File: src/rtl/fxc_pkg.sv
package fxc_pkg;

  // Register word addresses
  localparam int A_CAP  = 0;
  localparam int A_CTL  = 1;
  localparam int A_GEN  = 2;
  localparam int A_STAT = 3;
  localparam int A_CLR  = 4;
  localparam int A_CNT0 = 5;

  typedef enum logic [1:0] {
    RING_OFF  = 2'd0,
    RING_KERN = 2'd1,
    RING_USER = 2'd2,
    RING_ANY  = 2'd3
  } ring_code_e;

  function automatic logic ring_match(input logic [1:0] code, input logic kern);
    case (ring_code_e'(code))
      RING_KERN: ring_match = kern;
      RING_USER: ring_match = !kern;
      RING_ANY:  ring_match = 1'b1;
      default:   ring_match = 1'b0;
    endcase
  endfunction

endpackage

File: src/rtl/fxc_counter.sv
module fxc_counter
  import fxc_pkg::*;
#(
  parameter int CTR_W = 48
) (
  input  logic             clk,
  input  logic             rst,
  input  logic [1:0]       ring_code,
  input  logic             glb_en,
  input  logic             evt,
  input  logic             priv_kernel,
  input  logic             ld,
  input  logic [CTR_W-1:0] ld_val,
  output logic [CTR_W-1:0] cnt,
  output logic             wrap
);

  logic inc;

  assign inc  = evt && glb_en && ring_match(ring_code, priv_kernel);
  // A load in the same cycle suppresses the increment and the wrap
  assign wrap = inc && !ld && (&cnt);

  always_ff @(posedge clk) begin
    if (rst)       cnt <= '0;
    else if (ld)   cnt <= ld_val;
    else if (inc)  cnt <= cnt + 1'b1;
  end

endmodule

File: src/rtl/fxc_ctl_regs.sv
module fxc_ctl_regs #(
  parameter int NUM_CTR = 3
) (
  input  logic                   clk,
  input  logic                   rst,
  input  logic                   wr_ctl,
  input  logic                   wr_gen,
  input  logic                   wr_clr,
  input  logic [4*NUM_CTR-1:0]   ctl_wdata,
  input  logic [NUM_CTR-1:0]     msk_wdata,
  input  logic [NUM_CTR-1:0]     wrap_vec,
  output logic [4*NUM_CTR-1:0]   ctl_q,
  output logic [NUM_CTR-1:0]     gen_q,
  output logic [NUM_CTR-1:0]     ovf_q,
  output logic [NUM_CTR-1:0]     pmi_vec,
  output logic [2*NUM_CTR-1:0]   ring_vec,
  output logic                   irq
);

  localparam int CTL_W = 4 * NUM_CTR;

  function automatic logic [CTL_W-1:0] field_mask();
    logic [CTL_W-1:0] m;
    for (int i = 0; i < NUM_CTR; i++) m[4*i +: 4] = 4'b1011;
    return m;
  endfunction

  localparam logic [CTL_W-1:0] FIELD_MASK = field_mask();

  logic [NUM_CTR-1:0] clr_vec;
  assign clr_vec = wr_clr ? msk_wdata : '0;

  for (genvar i = 0; i < NUM_CTR; i++) begin : g_fld
    assign pmi_vec[i]          = ctl_q[4*i+3];
    assign ring_vec[2*i +: 2]  = ctl_q[4*i +: 2];
  end

  always_ff @(posedge clk) begin
    if (rst) begin
      ctl_q <= '0;
      gen_q <= '0;
      ovf_q <= '0;
      irq   <= 1'b0;
    end else begin
      if (wr_ctl) ctl_q <= ctl_wdata & FIELD_MASK;
      if (wr_gen) gen_q <= msk_wdata;
      // A wrap in the same cycle wins over the clear
      ovf_q <= (ovf_q & ~clr_vec) | wrap_vec;
      irq   <= |(wrap_vec & pmi_vec);
    end
  end

endmodule

File: src/rtl/fxc_read_mux.sv
module fxc_read_mux
  import fxc_pkg::*;
#(
  parameter int NUM_CTR = 3,
  parameter int CTR_W   = 48,
  parameter int DATA_W  = 64,
  parameter int ADDR_W  = 3
) (
  input  logic                     clk,
  input  logic                     rst,
  input  logic [ADDR_W-1:0]        addr,
  input  logic [4*NUM_CTR-1:0]     ctl_q,
  input  logic [NUM_CTR-1:0]       gen_q,
  input  logic [NUM_CTR-1:0]       ovf_q,
  input  logic [NUM_CTR*CTR_W-1:0] cnt_flat,
  output logic [DATA_W-1:0]        rdata
);

  localparam logic [ADDR_W-1:0] AD_CAP  = ADDR_W'(A_CAP);
  localparam logic [ADDR_W-1:0] AD_CTL  = ADDR_W'(A_CTL);
  localparam logic [ADDR_W-1:0] AD_GEN  = ADDR_W'(A_GEN);
  localparam logic [ADDR_W-1:0] AD_STAT = ADDR_W'(A_STAT);
  localparam logic [ADDR_W-1:0] AD_CNT0 = ADDR_W'(A_CNT0);

  localparam logic [DATA_W-1:0] CAP_WORD =
    (DATA_W'(CTR_W % 256) << 5) | DATA_W'(NUM_CTR % 32);

  logic [DATA_W-1:0] rd_next;

  always_comb begin
    rd_next = '0;
    if (addr == AD_CAP)  rd_next = CAP_WORD;
    if (addr == AD_CTL)  rd_next[4*NUM_CTR-1:0] = ctl_q;
    if (addr == AD_GEN)  rd_next[NUM_CTR-1:0]   = gen_q;
    if (addr == AD_STAT) rd_next[NUM_CTR-1:0]   = ovf_q;
    for (int i = 0; i < NUM_CTR; i++) begin
      if (addr == AD_CNT0 + ADDR_W'(i))
        rd_next[CTR_W-1:0] = cnt_flat[i*CTR_W +: CTR_W];
    end
  end

  always_ff @(posedge clk) begin
    if (rst) rdata <= '0;
    else     rdata <= rd_next;
  end

endmodule

File: src/rtl/fxc_unit.sv
module fxc_unit
  import fxc_pkg::*;
#(
  parameter int NUM_CTR = 3,
  parameter int CTR_W   = 48,
  parameter int DATA_W  = 64,
  parameter int ADDR_W  = 3
) (
  input  logic              clk,
  input  logic              rst,
  input  logic              reg_wr,
  input  logic [ADDR_W-1:0] reg_addr,
  input  logic [DATA_W-1:0] reg_wdata,
  output logic [DATA_W-1:0] reg_rdata,
  input  logic [NUM_CTR-1:0] event_in,
  input  logic              priv_kernel,
  output logic              irq
);

  localparam logic [ADDR_W-1:0] AD_CTL  = ADDR_W'(A_CTL);
  localparam logic [ADDR_W-1:0] AD_GEN  = ADDR_W'(A_GEN);
  localparam logic [ADDR_W-1:0] AD_CLR  = ADDR_W'(A_CLR);
  localparam logic [ADDR_W-1:0] AD_CNT0 = ADDR_W'(A_CNT0);

  logic [4*NUM_CTR-1:0]     ctl_q;
  logic [NUM_CTR-1:0]       gen_q;
  logic [NUM_CTR-1:0]       ovf_q;
  logic [NUM_CTR-1:0]       pmi_vec;
  logic [2*NUM_CTR-1:0]     ring_vec;
  logic [NUM_CTR-1:0]       wrap_vec;
  logic [NUM_CTR-1:0]       ld_vec;
  logic [NUM_CTR*CTR_W-1:0] cnt_flat;
  logic                     unused_wdata;

  assign unused_wdata = &{1'b0, reg_wdata[DATA_W-1:CTR_W]};

  fxc_ctl_regs #(.NUM_CTR(NUM_CTR)) u_regs (
    .clk       (clk),
    .rst       (rst),
    .wr_ctl    (reg_wr && reg_addr == AD_CTL),
    .wr_gen    (reg_wr && reg_addr == AD_GEN),
    .wr_clr    (reg_wr && reg_addr == AD_CLR),
    .ctl_wdata (reg_wdata[4*NUM_CTR-1:0]),
    .msk_wdata (reg_wdata[NUM_CTR-1:0]),
    .wrap_vec  (wrap_vec),
    .ctl_q     (ctl_q),
    .gen_q     (gen_q),
    .ovf_q     (ovf_q),
    .pmi_vec   (pmi_vec),
    .ring_vec  (ring_vec),
    .irq       (irq)
  );

  for (genvar i = 0; i < NUM_CTR; i++) begin : g_ctr
    assign ld_vec[i] = reg_wr && (reg_addr == AD_CNT0 + ADDR_W'(i));

    fxc_counter #(.CTR_W(CTR_W)) u_ctr (
      .clk         (clk),
      .rst         (rst),
      .ring_code   (ring_vec[2*i +: 2]),
      .glb_en      (gen_q[i]),
      .evt         (event_in[i]),
      .priv_kernel (priv_kernel),
      .ld          (ld_vec[i]),
      .ld_val      (reg_wdata[CTR_W-1:0]),
      .cnt         (cnt_flat[i*CTR_W +: CTR_W]),
      .wrap        (wrap_vec[i])
    );
  end

  fxc_read_mux #(
    .NUM_CTR(NUM_CTR), .CTR_W(CTR_W), .DATA_W(DATA_W), .ADDR_W(ADDR_W)
  ) u_rmux (
    .clk      (clk),
    .rst      (rst),
    .addr     (reg_addr),
    .ctl_q    (ctl_q),
    .gen_q    (gen_q),
    .ovf_q    (ovf_q),
    .cnt_flat (cnt_flat),
    .rdata    (reg_rdata)
  );

endmodule

File: config.mk
export PLATFORM = sky130hd
export DESIGN_NAME = fxc_unit
export DESIGN_NICKNAME = d
export VERILOG_FILES = /design/src/rtl/fxc_pkg.sv /design/src/rtl/fxc_counter.sv /design/src/rtl/fxc_ctl_regs.sv /design/src/rtl/fxc_read_mux.sv /design/src/rtl/fxc_unit.sv
export SDC_FILE = /design/constraint.sdc
export NUM_CORES = 1
export LEC_CHECK = 0
export BUFFER_PORTS_ARGS = -buffer_cell sky130_fd_sc_hd__buf_2
export CORE_MARGIN = 2
export CORE_UTILIZATION = 35
export DETAILED_ROUTE_END_ITERATION = 16
export PLACE_DENSITY = 0.53
export SLEW_MARGIN = 40
export SYNTH_ARGS = -nofsm -noshare
export SYNTH_HDL_FRONTEND = slang
export SYNTH_SLANG_ARGS = --single-unit
File: constraint.sdc
create_clock -name clk -period 2.9 [get_ports clk]
set_clock_uncertainty 0.2 [all_clocks]
set_input_delay 0.29 -clock clk [delete_from_list [all_inputs] [get_ports clk]]
set_output_delay 0.29 -clock clk [all_outputs]
set_load 0.03 [all_outputs]
# Yosys cells after proc, flatten, opt, wreduce, memory -nomap -nowiden
# Cells that the tools add are included.
# totals
ff_bits,224
input_bits,74
out_inout_bits,65
wordCells,78
# op_classes
add_sub_neg,3
n_eq_ne,16
muxes,17
bitwise_logic,4
reduce_logical,30
# op_table
cell,count
$mux W48,9
$add A48 B1 Y48 const B,3
$reduce_and A48 Y1,3
$logic_and A1 B1 Y1,18
$eq A2 B2 Y1 const B,6
$eq A3 B3 Y1 const B,4
$mux W12,1
$mux W11,1
$mux W3,3
$pmux W1 S3,3
$and A3 B3 Y3,2
$eq A2 B1 Y1 const B,3
$eq A3 B2 Y1 const B,2
$reduce_bool A2 Y1,3
$logic_not A1 Y1,4
$eq A3 B1 Y1 const B,1
$logic_not A3 Y1,1
$not A3 Y3,1
$or A3 B3 Y3,1
$reduce_or A3 Y1,1

# Depth between registers and ports, before layout
# depth
ltp_word,8
depth_mapped,7
ltp_nobuf,6

# Modules after synthesis
# From an unflattened synthesis, not the netlist that was laid out.
# unflattened
hier_cells,1481
hier_area_um2,11827.6
# by_module_without_submodules
mod,n_inst,cells_each,area_per_inst_um2,seq_area_each_um2
fxc_counter,3,361,2856.5,960.9
fxc_read_mux,1,329,2523.7,960.9
fxc_ctl_regs,1,63,664.4,320.3
fxc_unit,1,6,70.1,0.0

# Worst setup path before layout
# OpenSTA, ideal clock, no wires.
# synth_timing
path_type,register to register
startpoint,register g_ctr[1].u_ctr.cnt[6]
endpoint,register g_ctr[1].u_ctr.cnt[45]
setup_ns,0.074
t_arrival_ns,2.384
t_required_ns,2.626
setup_slack_ns,0.242
stages_incl_launch_ff,8
path_buffers,2
synth_period_minus_slack_ns,2.658
path_cell_list,dfxtp_1 -> nand4_1 -> or4_1 -> buf_2 -> or4_4 -> buf_6 -> or4_1 -> a31oi_1
# synth_between
elab_chain_len,3
# synth_rtl
item,line_no,source
start: declaration,fxc_counter.sv:14,"output logic [CTR_W-1:0] cnt,"
start signal: assignment,fxc_counter.sv:26,else if (ld) cnt <= ld_val;
start signal: assignment,fxc_counter.sv:27,else if (inc) cnt <= cnt + 1'b1;
$add A48 B1 Y48,fxc_counter.sv:27,
$mux W48,fxc_counter.sv:27,
$mux W48,fxc_counter.sv:26,
# No other way between the ends. The select of a mux whose other input is x is not followed.
# A chain may end at the register's enable or synchronous reset.

# Worst setup path in the final report
# layout_timing
startpoint,register g_ctr[1].u_ctr.cnt[18]
endpoint,register g_ctr[1].u_ctr.cnt[47]
# The elaborated chain is that of the path after synthesis.

==> impl_metrics.toml <==
[run_status]
outcome = "finished clean"

[cts]
cts_buffers = 26
path_clk_slew_ns = 0.06
clockBufferDepth = 3
clock_sinks = 208
cts_tree = "built"
worstSkewPairLatency_ns = 0.54
h-tree-depth = 1
cts_setup_buffers = 0
cts_root_buf = "clkbuf_16"

[setup_path]
critPathMaxStageDelay_ns = 0.68
cp.required_ns = 3.16
crit_slowest_cell = "or4_4"
critPathLaunch = "g_ctr[1].u_ctr.cnt[18]"
path_max_fanout = 13
cp_num_buf_inv = 0
worstSetupStartpointType = "flip-flop"
path_cells = "nand4_1 > or3_1 > or4_4 > or4_1 > a31oi_1"
critical_path_depth = 5
endpoint_kind = "flip-flop"
worstSetupPathType = "flip-flop to flip-flop"
rr_startpoint = "g_ctr[1].u_ctr.cnt[18]"
crit_arrival_ns = 3.01
ff2ff_path_depth = 5
crit_family = "simple AND/OR/NAND/NOR gates"

[worst_hold_path]
min-delay-start = "rst"
min_path_type = "input port to flip-flop"
holdPathStages = 4

[synth]
synth-xor-area-share = 0.0812
ys_types = 45
yosys_warnings = 0
synth_cells = 1452
synth-compound-area-share = 0.180
syn_area_per_cell_um2 = 7.65
synth_edf_count = 0
muxShareOfSynthArea = 0.0149
syn-cell-area_mm2 = 0.0111
yosys.area_share.simple = 0.289
synth_top_family_by_area = "simple AND/OR/NAND/NOR gates"
ys_seq_area_frac = 0.375
synth-async-reset-ratio = 0
synth_top_flop_cell = "dfxtp_1"
ys_ff_latch = 208
synthAdderAreaFrac = 0.00338

[die]
dieArea_mm2 = 0.0332
die_y_um = 182
die_w_um = 182
ios = 139
coreArea_mm2 = 0.0314
rows = 65
start_util = 0.354

[finish]
area_delta_synth_final_pct = 21.5
drive_gt1_frac = 0.136
n_fill_cell = 3233
final_nets = 1661
multiInputGateArea_mm2 = 0.00637
final_common_cell = "dfxtp_1"
ff_latch_area_mm2 = 0.00416
final_cell_mix = "208 x dfxtp_1, 153 x nor2_1, 136 x a21oi_1, 131 x o21ai_0, 105 x buf_2"
diodes = 0

[global_routing]
gr-usage-all-layers = 0.231
antenna_found_initial = 0
grt_max_degree = 93
grt_pass1_vias = 10900
grt_remaining_overflow = 0
grt_pass1_wl_mm = 61.4

[sta]
rsz0062_at_grt = "no"
worst_slew_pin_slew_ns = 0.690
maxSlewHeadroom = 0.536
setup_viol = 0
fin_tns_setup_ns = 0
fmaxAchievable_mhz = 365
min_period_ns = 2.74
drv_slew = 0
timing.final.crit_share = 0.946
hold_viol_final = 0

[route]
vias_per_cell = 5.66
vias = 11300
routedWlPerCell_um = 19.4
drc = 0
drt-total-wl_mm = 39.0
drtIter0Drc = 828
first_pass_iters = 5
postRouteAntennaNets = 0

[placed_design]
portBuffers = 106
place.gp.congestion = 0.832
post-dp-hpwl_mm = 27.3

[power]
p_total_uw = 7010
ir_drop_v = 0.000448
powerDensity_mw_per_mm2 = 520
p_leak_uw = 0.00473

[flow_run]
cap_violations = 0
power by group:
group / total [µW] / switching (µW) / internal, µW
logic: 679 / 428 / 251
registers: 3070 / 107 / 2960
clock network: 3270 / 1300 / 1970
worst paths after layout:
| path | endpoint | slack, ns |
|---|---|---|
| worst max register to register | g_ctr[1].u_ctr.cnt[47] | 0.16 |
| worst max-delay path | g_ctr[1].u_ctr.cnt[47] | 0.16 |
| worst min register to register | u_regs.ovf_q[0] | 0.26 |
| worst min-delay path | g_ctr[2].u_ctr.cnt[42] | 0.04 |
worst register-to-register path, cell delays in order, from the launching register on:
cell and delay, ns:
dfxtp_1 0.45, nand4_1 0.16, or3_1 0.51, or4_4 0.68
or4_1 0.50, a31oi_1 0.18
synthesized netlist by cell type (6+ instances only):
master | n | area [µm²]
dfxtp_1 | 208 | 4160
mux2i_1 | 12 | 120
nand3_1 | 54 | 270
and4_1 | 28 | 245
o31ai_1 | 11 | 82.6
and2_1 | 13 | 81.3
a31oi_1 | 24 | 150
nor3_1 | 47 | 235
a211oi_1 | 38 | 285
xnor2_1 | 81 | 709
or4_1 | 20 | 150
a21oi_1 | 136 | 681
nor4_1 | 87 | 544
nand2_1 | 101 | 379
xor2_1 | 22 | 193
a22oi_1 | 6 | 45.0
buf_4 | 16 | 120
nor2_1 | 153 | 574
and3_1 | 25 | 156
inv_1 | 21 | 78.8
clkbuf_1 | 104 | 390
o21ai_0 | 131 | 656
or3_1 | 17 | 106
nand4_1 | 50 | 313
stage by stage:
stage	setup WS (ns)	util	hold slack (ns)	cells	instance area, µm²
6_report	0.157	0.430	0.0394	2004	13500
5_1_grt	0.0205	0.430	0.0577	2004	13500
4_1_cts	0.117	0.430	0.0179	2004	13500
3_5_place_dp	0.0888	0.387	0.250	1909	12200
3_3_place_gp	0.104	0.387	0.247	1909	12200
2_1_floorplan	0.242	-	0.226	1467	11200
metal layers:
metal	track usage	wire, µm	up-vias
met5	0	0	-
met1	0.315	17800	5397
li1	-	-	5562
met4	0.0635	1040	0
met3	0.0218	1740	62
met2	0.392	18400	313
cell families (layout without fill, tap and decap cells):
group                    Yosys count  after routing
AND/OR/NAND/NOR                  614            614
AO/OA/AOI/OAI                    358            358
flip-flops                       208            208
buffers and inverters            149            284
XOR/XNOR                         103            103
multiplexers                      16             16
adder cells (fa/ha/maj)            3              3
other                              1             16
area by class of cell:
type	count	share of cell area
Multi-Input combinational cell	1110	0.472
Sequential cell	208	0.309
Timing Repair Buffer	216	0.113
Clock buffer	37	0.0558
Tap cell	402	0.0373
Clock inverter	9	0.00723
Inverter	22	0.00612
flip-flops by register name (all words and copies together), names as in the netlist:
| signal | count |
|---|---|
| g_ctr.u_ctr.cnt | 144 |
| u_rmux.rdata | 48 |
| u_regs.ctl_q | 9 |
| u_regs.gen_q | 3 |
| u_regs.ovf_q | 3 |
| u_regs.irq | 1 |
what timing repair did:
action,in CTS,in global routing
hold buffers,49,0
endpoints found under the setup margin,0,1
endpoints found under the hold margin,160,0
resized for setup,0,0
Power figures use the tool's default switching activity.
